## src/rtl/vpm_pkg.sv

```systemverilog
package vpm_pkg;
  // Kind of target selected by a virtual-window address
  typedef enum logic [1:0] {
    VK_ZERO = 2'd0,   // reads 0, writes dropped
    VK_PORT = 2'd1,   // forwarded to a physical port register
    VK_MAP  = 2'd2    // one of the mapping registers
  } vk_e;

  // Register offsets inside a port (window and direct path share them)
  localparam logic [1:0] RG_DIR  = 2'd0;
  localparam logic [1:0] RG_OUT  = 2'd1;
  localparam logic [1:0] RG_IN   = 2'd2;
  localparam logic [1:0] RG_FLAG = 2'd3;

  // Width of one mapping field
  localparam int FLD_W = 4;
endpackage

```

## src/rtl/vpm_map_regs.sv

```systemverilog
module vpm_map_regs import vpm_pkg::*; #(
  parameter int DW   = 8,
  parameter int NVP  = 4,
  parameter int NMAP = 2,
  localparam int FPR  = DW / FLD_W,
  localparam int MI_W = (NMAP > 1) ? $clog2(NMAP) : 1
) (
  input  logic                        clk,
  input  logic                        rst_n,
  input  logic                        we,
  input  logic [MI_W-1:0]             idx,
  input  logic [DW-1:0]               wdata,
  output logic [DW-1:0]               rdata,
  output logic [NVP-1:0][FLD_W-1:0]   fld
);
  logic [NMAP-1:0][DW-1:0] regs;

  always_ff @(posedge clk or negedge rst_n) begin
    if (!rst_n) begin
      regs <= '1;
    end else if (we) begin
      regs[idx] <= wdata;
    end
  end

  assign rdata = regs[idx];

  // Each virtual port takes its own nibble, low nibble first
  for (genvar v = 0; v < NVP; v++) begin : g_fld
    assign fld[v] = regs[v / FPR][(v % FPR) * FLD_W +: FLD_W];
  end


  map_write_lands_chk: assert property (@(posedge clk) disable iff (!rst_n)
    we |=> regs[$past(idx)] == $past(wdata));
endmodule

```

## src/rtl/vpm_vdecode.sv

```systemverilog
module vpm_vdecode import vpm_pkg::*; #(
  parameter int NPORT   = 8,
  parameter int NVP     = 4,
  parameter int NMAP    = 2,
  localparam int PS_W    = (NPORT > 1) ? $clog2(NPORT) : 1,
  localparam int VP_W    = (NVP > 1) ? $clog2(NVP) : 1,
  localparam int VADDR_W = VP_W + 3,
  localparam int MI_W    = (NMAP > 1) ? $clog2(NMAP) : 1
) (
  input  logic [VADDR_W-1:0]        addr,
  input  logic [NVP-1:0][FLD_W-1:0] fld,
  output vk_e                       kind,
  output logic [PS_W-1:0]           port,
  output logic [1:0]                rsel,
  output logic [MI_W-1:0]           midx
);
  logic [VP_W-1:0]      vp;
  logic [FLD_W-1:0]     sel_fld;
  logic [VADDR_W-2:0]   off;

  assign vp      = addr[VP_W+1:2];
  assign sel_fld = fld[vp];
  assign off     = addr[VADDR_W-2:0];
  assign rsel    = addr[1:0];

  always_comb begin
    kind = VK_ZERO;
    port = '0;
    midx = '0;
    if (!addr[VADDR_W-1]) begin
      // window: mapped port and a real register offset
      if ((int'(sel_fld) < NPORT) && (addr[1:0] != RG_FLAG)) begin
        kind = VK_PORT;
        port = sel_fld[PS_W-1:0];
      end
    end else if (int'(off) < NMAP) begin
      kind = VK_MAP;
      midx = off[MI_W-1:0];
    end
  end
endmodule

```

## src/rtl/vpm_wr_arb.sv

```systemverilog
module vpm_wr_arb #(
  parameter int DW = 8
) (
  input  logic          v_hit,
  input  logic [DW-1:0] v_data,
  input  logic          d_hit,
  input  logic [DW-1:0] d_data,
  output logic          we,
  output logic [DW-1:0] wd
);
  // direct path has priority when both target the register
  assign we = v_hit | d_hit;
  assign wd = d_hit ? d_data : v_data;
endmodule

```

## src/rtl/vpm_rsp_slot.sv

```systemverilog
module vpm_rsp_slot #(
  parameter int DW = 8
) (
  input  logic          clk,
  input  logic          rst_n,
  input  logic          cap,
  input  logic [DW-1:0] cap_data,
  input  logic          rsp_ready,
  output logic          rsp_valid,
  output logic [DW-1:0] rsp_data,
  output logic          req_ready
);
  assign req_ready = !rsp_valid || rsp_ready;

  always_ff @(posedge clk or negedge rst_n) begin
    if (!rst_n) begin
      rsp_valid <= 1'b0;
      rsp_data  <= '0;
    end else if (cap) begin
      rsp_valid <= 1'b1;
      rsp_data  <= cap_data;
    end else if (rsp_ready) begin
      rsp_valid <= 1'b0;
    end
  end


  rsp_hold_chk: assert property (@(posedge clk) disable iff (!rst_n)
    (rsp_valid && !rsp_ready) |=> (rsp_valid && $stable(rsp_data)));


  rsp_origin_chk: assert property (@(posedge clk) disable iff (!rst_n)
    $rose(rsp_valid) |-> $past(cap));
endmodule

```

## src/rtl/vport_mapper.sv

```systemverilog
module vport_mapper import vpm_pkg::*; #(
  parameter int NPORT = 8,
  parameter int DW    = 8,
  parameter int NVP   = 4,
  localparam int PS_W    = (NPORT > 1) ? $clog2(NPORT) : 1,
  localparam int VP_W    = (NVP > 1) ? $clog2(NVP) : 1,
  localparam int VADDR_W = VP_W + 3,
  localparam int DADDR_W = PS_W + 2
) (
  input  logic                  clk,
  input  logic                  rst_n,
  input  logic                  v_valid,
  output logic                  v_ready,
  input  logic                  v_write,
  input  logic [VADDR_W-1:0]    v_addr,
  input  logic [DW-1:0]         v_wdata,
  output logic                  v_rvalid,
  input  logic                  v_rready,
  output logic [DW-1:0]         v_rdata,
  input  logic                  d_valid,
  output logic                  d_ready,
  input  logic                  d_write,
  input  logic [DADDR_W-1:0]    d_addr,
  input  logic [DW-1:0]         d_wdata,
  output logic                  d_rvalid,
  input  logic                  d_rready,
  output logic [DW-1:0]         d_rdata,
  output logic [NPORT-1:0]      dir_we,
  output logic [NPORT*DW-1:0]   dir_wd,
  output logic [NPORT-1:0]      out_we,
  output logic [NPORT*DW-1:0]   out_wd,
  input  logic [NPORT*DW-1:0]   bank_dir,
  input  logic [NPORT*DW-1:0]   bank_out,
  input  logic [NPORT*DW-1:0]   bank_in
);
  localparam int FPR  = DW / FLD_W;
  localparam int NMAP = (NVP + FPR - 1) / FPR;
  localparam int MI_W = (NMAP > 1) ? $clog2(NMAP) : 1;

  logic v_fire, d_fire;
  assign v_fire = v_valid && v_ready;
  assign d_fire = d_valid && d_ready;

  // ---------------- virtual path decode and mapping ----------------
  logic [NVP-1:0][FLD_W-1:0] fld;
  vk_e                       vkind;
  logic [PS_W-1:0]           vport;
  logic [1:0]                vreg;
  logic [MI_W-1:0]           vmidx;
  logic [DW-1:0]             map_rd;

  vpm_vdecode #(.NPORT(NPORT), .NVP(NVP), .NMAP(NMAP)) u_dec (
    .addr (v_addr),
    .fld  (fld),
    .kind (vkind),
    .port (vport),
    .rsel (vreg),
    .midx (vmidx)
  );

  vpm_map_regs #(.DW(DW), .NVP(NVP), .NMAP(NMAP)) u_map (
    .clk   (clk),
    .rst_n (rst_n),
    .we    (v_fire && v_write && (vkind == VK_MAP)),
    .idx   (vmidx),
    .wdata (v_wdata),
    .rdata (map_rd),
    .fld   (fld)
  );

  // ---------------- direct path decode ----------------
  logic [PS_W-1:0] dport;
  logic [1:0]      dreg;
  logic            d_ok;
  assign dport = d_addr[DADDR_W-1:2];
  assign dreg  = d_addr[1:0];
  assign d_ok  = int'(dport) < NPORT;

  logic v_port_wr, d_port_wr;
  assign v_port_wr = v_fire && v_write && (vkind == VK_PORT);
  assign d_port_wr = d_fire && d_write && d_ok;

  // ---------------- per-port write arbitration ----------------
  for (genvar p = 0; p < NPORT; p++) begin : g_port
    logic v_dir_hit, d_dir_hit, v_out_hit, d_out_hit;
    assign v_dir_hit = v_port_wr && (int'(vport) == p) && (vreg == RG_DIR);
    assign v_out_hit = v_port_wr && (int'(vport) == p) && (vreg == RG_OUT);
    assign d_dir_hit = d_port_wr && (int'(dport) == p) && (dreg == RG_DIR);
    assign d_out_hit = d_port_wr && (int'(dport) == p) && (dreg == RG_OUT);

    vpm_wr_arb #(.DW(DW)) u_dir_arb (
      .v_hit  (v_dir_hit),
      .v_data (v_wdata),
      .d_hit  (d_dir_hit),
      .d_data (d_wdata),
      .we     (dir_we[p]),
      .wd     (dir_wd[p*DW +: DW])
    );

    vpm_wr_arb #(.DW(DW)) u_out_arb (
      .v_hit  (v_out_hit),
      .v_data (v_wdata),
      .d_hit  (d_out_hit),
      .d_data (d_wdata),
      .we     (out_we[p]),
      .wd     (out_wd[p*DW +: DW])
    );
  end

  // ---------------- read selection ----------------
  logic [DW-1:0] v_rd_cap, d_rd_cap;

  always_comb begin
    v_rd_cap = '0;
    unique case (vkind)
      VK_PORT: begin
        unique case (vreg)
          RG_DIR:  v_rd_cap = bank_dir[int'(vport)*DW +: DW];
          RG_OUT:  v_rd_cap = bank_out[int'(vport)*DW +: DW];
          RG_IN:   v_rd_cap = bank_in[int'(vport)*DW +: DW];
          default: v_rd_cap = '0;
        endcase
      end
      VK_MAP:  v_rd_cap = map_rd;
      default: v_rd_cap = '0;
    endcase
  end

  always_comb begin
    d_rd_cap = '0;
    if (d_ok) begin
      unique case (dreg)
        RG_DIR:  d_rd_cap = bank_dir[int'(dport)*DW +: DW];
        RG_OUT:  d_rd_cap = bank_out[int'(dport)*DW +: DW];
        RG_IN:   d_rd_cap = bank_in[int'(dport)*DW +: DW];
        default: d_rd_cap = '0;
      endcase
    end
  end

  // ---------------- response slots, one per channel ----------------
  vpm_rsp_slot #(.DW(DW)) u_vrsp (
    .clk       (clk),
    .rst_n     (rst_n),
    .cap       (v_fire && !v_write),
    .cap_data  (v_rd_cap),
    .rsp_ready (v_rready),
    .rsp_valid (v_rvalid),
    .rsp_data  (v_rdata),
    .req_ready (v_ready)
  );

  vpm_rsp_slot #(.DW(DW)) u_drsp (
    .clk       (clk),
    .rst_n     (rst_n),
    .cap       (d_fire && !d_write),
    .cap_data  (d_rd_cap),
    .rsp_ready (d_rready),
    .rsp_valid (d_rvalid),
    .rsp_data  (d_rdata),
    .req_ready (d_ready)
  );

  // ---------------- assertions ----------------

  zero_target_no_strobe_chk: assert property (@(posedge clk) disable iff (!rst_n)
    (v_fire && v_write && (vkind != VK_PORT) && !d_fire) |-> ((dir_we == '0) && (out_we == '0)));


  single_strobe_chk: assert property (@(posedge clk) disable iff (!rst_n)
    !(v_fire && d_fire) |-> ($onehot0(dir_we | out_we) || ($countones(dir_we | out_we) == 1)));


  direct_wins_chk: assert property (@(posedge clk) disable iff (!rst_n)
    (d_fire && d_write && d_ok && (dreg == RG_DIR)) |->
      (dir_we[dport] && (dir_wd[int'(dport)*DW +: DW] == d_wdata)));


  in_write_dropped_chk: assert property (@(posedge clk) disable iff (!rst_n)
    (v_fire && v_write && (v_addr[VADDR_W-1] == 1'b0) && (v_addr[1] == 1'b1) && !d_fire)
      |-> ((dir_we == '0) && (out_we == '0)));
endmodule

```

## config.mk

```make
export PLATFORM = sky130hd
export DESIGN_NAME = vport_mapper
export DESIGN_NICKNAME = d
export VERILOG_FILES = /design/src/rtl/vpm_pkg.sv /design/src/rtl/vpm_map_regs.sv /design/src/rtl/vpm_vdecode.sv /design/src/rtl/vpm_wr_arb.sv /design/src/rtl/vpm_rsp_slot.sv /design/src/rtl/vport_mapper.sv
export SDC_FILE = /design/constraint.sdc
export NUM_CORES = 1
export LEC_CHECK = 0
export BUFFER_PORTS_ARGS = -buffer_cell sky130_fd_sc_hd__buf_2
export CAP_MARGIN = 10
export CORE_AREA = 2 2 151 153
export CTS_BUF_LIST = sky130_fd_sc_hd__clkbuf_4
export CTS_CLUSTER_DIAMETER = 120
export DETAILED_ROUTE_END_ITERATION = 16
export DIE_AREA = 0 0 153 155
export GPL_TIMING_DRIVEN = 0
export MAX_ROUTING_LAYER = met4
export SYNTH_ARGS = -nofsm -noshare
export SYNTH_HDL_FRONTEND = slang
export SYNTH_SLANG_ARGS = --single-unit
```

## constraint.sdc

```tcl
create_clock -name clk -period 3.25 [get_ports clk]
set_input_delay 0.1625 -clock clk [delete_from_list [all_inputs] [get_ports clk]]
set_output_delay 0.1625 -clock clk [all_outputs]
set_load 0.1 [all_outputs]
```

==> impl_metrics.toml <==
[power]
switching_share_pct = 59.1
ir_worst_vdd_mv = 0.246
clkPwrFrac_pct = 13.0
switchingPower_mw = 1.87
power.internal_mw = 1.30
leakagePower_nw = 4.20
pwr-share-comb_pct = 70.9
p_seq_share_pct = 16.1
power_density_nw_per_um2 = 321

[setup_path]
worstReg2RegEnd = "u_map.fld[2]"
crit_type = "primary input to output port"
end_kind = "output port"
critPathMaxStageDelay_ns = 0.67
rr_worst_depth = 9
crit_slowest_cell = "clkbuf_1"
crit_family = "buffers and inverters"
r2r_slack_ns = 0.21
crit_path_frequent_cell = "clkbuf_1"
arrival_ns = 3.06
rr_startpoint = "u_map.fld[7]"
cp_cell_sequence = "clkbuf_1, clkbuf_1, nand2_1, nor2_2, mux2_2, buf_2"
cp.buffers_inverters = 3
cp_max_fo = 10
cp.required_ns = 3.09
critPathLaunchType = "primary input"

[floorplan]
ios = 390
rows = 55
design.core.area_um2 = 22200
initial_utilization_pct = 31.0
die_w_um = 153
die_h_um = 155
dieArea_um2 = 23700

[yosys]
synthAdderAreaFrac_pct = 1.82
synth.ff_latch_count = 34
syn_inst = 810
syn_area_um2 = 6880
yosys_warnings = 0
synth_xor_area_share_pct = 0
synth_top_family_by_area = "multiplexers"
ys_seq_area_share_pct = 12.7
synth_cell_types = 51
synth_nets = 1046
syn_area_per_cell_um2 = 8.49
synthFlopType = "dfrtp_1"
synth_edf_count = 0
muxShareOfSynthArea_pct = 36.0
synth_compound_area_share_pct = 32.1
synth-async-reset-ratio_pct = 100
synthSimpleGateAreaFrac_pct = 9.55

[placement]
dp_hpwl_mm = 31.3
dpl.cell_count = 1480
gp_congestion = 1.03
portBuffers = 385
place_area_um2 = 9170

[drt]
routed_wl_mm = 39.4
postRouteAntennaNets = 0
drt-initial-drc-count = 1005
vias = 9356
wl_per_cell_um = 26.2
via_per_inst = 6.21
firstDrtPassIters = 6
remaining_drc_errors = 0

[final_layout]
stdcell_count = 1506
layout_common_cells = "buf_2 (380), mux2_2 (151), a21oi_1 (76), a22oi_1 (60), clkbuf_1 (55)"
drive_gt1_share_pct = 56.2
stdcell_area_um2 = 9870
nets = 1452
layout_commonest_cell = "buf_2"
area_growth_pct = 43.4

[sta]
fin_crit_ns = 3.22
hold_viol = 0
min_period_over_period_pct = 99.2
setup_violations = 0
whs_ns = 0.0638
rsz0062_at_grt = "true"
worst_pin_slew_ns = 0.932
clock.fmax_mhz = 310
skew_ns = 0.0138
slew_viol_final = 0
relSlewSlack_pct = 37.9

[clocking]
clk_path_buf_depth = 2
h-tree-depth = 2
path_clk_slew_ns = 0.11
clock_latency_ns = 0.37
cts_sinks = 34
cts_tree = "done"
cts_root_buffer = "clkbuf_4"
cts_buffers = 5

[global_routing]
grt_usage_pct = 32.5
grt_pass1_wl_mm = 57.7
grt_max_degree = 35
grt-ovfl-total = 0
antenna_found_initial = 4
grt_pass1_vias = 9197

[worst_hold_path]
hp-class = "primary input to register"
hold_depth = 3
hp-start = "d_rready"
hold_end = "u_drsp.rsp_valid"

[flow_run]
cap_viol_max_count = 0

[run_status]
status = "complete, no violations"
[through the flow]
step | util, % | total power [mW] | setup TNS (ns) | setup WS (ns)
final | 44.4 | 3.17 | 0 | 0.0268
after global routing | 44.4 | 3.27 | -0.858 | -0.0524
after CTS | 43.4 | 3.12 | -1.56 | -0.137
after detailed placement | 41.2 | 2.68 | -28.25 | -0.534
after global placement | 41.2 | 2.68 | -33.33 | -0.566
after floorplan | - | 2.08 | 0 | 0.0868
[tightest hold or removal path: cells and delay by family]
family                 cells  cell delay [ns]
buffers and inverters      1             0.07
and+or+nand+nor            2             0.16
[power groups by stage]
| stage | registers [mW] | logic [mW] | clock network [mW] |
|---|---|---|---|
| detailed placement | 0.517 | 2.17 | 0 |
| global route | 0.515 | 2.33 | 0.431 |
| floorplan | 0.731 | 1.35 | 0 |
| CTS | 0.510 | 2.19 | 0.418 |
| global placement | 0.515 | 2.17 | 0 |
| finish | 0.509 | 2.25 | 0.410 |
[sequential cells by signal (all words and copies together) (netlist names)]
| signal | count |
|---|---|
| u_vrsp.rsp_data | 8 |
| u_vrsp.rsp_valid | 1 |
| u_drsp.rsp_valid | 1 |
| u_map.fld | 16 |
| u_drsp.rsp_data | 8 |
[synthesized netlist by cell type (all sizes together), types with 11 or more instances]
cell | instances | area [um2]
o22ai | 22 | 138
a22o | 31 | 272
o21ai | 20 | 100
buf | 49 | 280
clkbuf | 58 | 218
mux2 | 151 | 1700
nor2 | 72 | 273
a221oi | 41 | 359
dfstp | 16 | 420
mux4 | 30 | 676
nand2 | 35 | 134
a211oi | 25 | 188
inv | 11 | 43.8
a22oi | 60 | 450
a21oi | 76 | 380
dfrtp | 18 | 450
[area by class of cell]
class,count,area (um2)
clock buffers,5,37.5
clock inverters,3,68.8
repair buffers,402,2290
inverters,11,48.8
multi-input cells,658,5680
well taps,285,357
plain buffers,104,500
fillers,2271,12400
flip-flops and latches,34,871
diodes,4,10.0
[layer usage]
metal / GRT usage [%] / vias to the layer above / routed length (um) / share of wire (%)
met3: 6.94 / 133 / 4120 / 10
met5: - / - / 0 / 0
li1: - / 4020 / - / -
met4: 11.6 / 0 / 1670 / 4.2
met1: 42.8 / 4533 / 16200 / 41
met2: 49.5 / 670 / 17500 / 44
[logic make-up (layout without fill, tap and decap cells)]
family,Yosys count,count (layout)
AO/OA/AOI/OAI,315,315
multiplexers,191,191
AND/OR/NAND/NOR,142,142
buffers and inverters,118,525
flip-flops,34,34
adder cells (fa/ha/maj),10,10
other,0,4
[worst max-delay path by stage]
stage | endpoint | depth (start not counted) | slack, ns | from
floorplan | out_wd[56] | 6 | 0.09 | u_drsp.rsp_valid
global placement | out_we[0] | 10 | -0.57 | d_addr[1]
detailed placement | out_we[0] | 10 | -0.53 | d_addr[1]
CTS | out_wd[24] | 9 | -0.14 | d_addr[1]
global route | dir_wd[28] | 7 | -0.05 | u_drsp.rsp_valid
finish | dir_wd[28] | 6 | 0.03 | d_addr[3]
[repair_timing]
action                     4_1_cts  5_1_grt
hold endpoints to repair        18        0
hold buffers                     1        0
gates resized for setup         85       43
pin swaps                        6       12
setup endpoints to repair      136       91
buffers inserted                 9        7
Power figures use the tool's default switching activity.
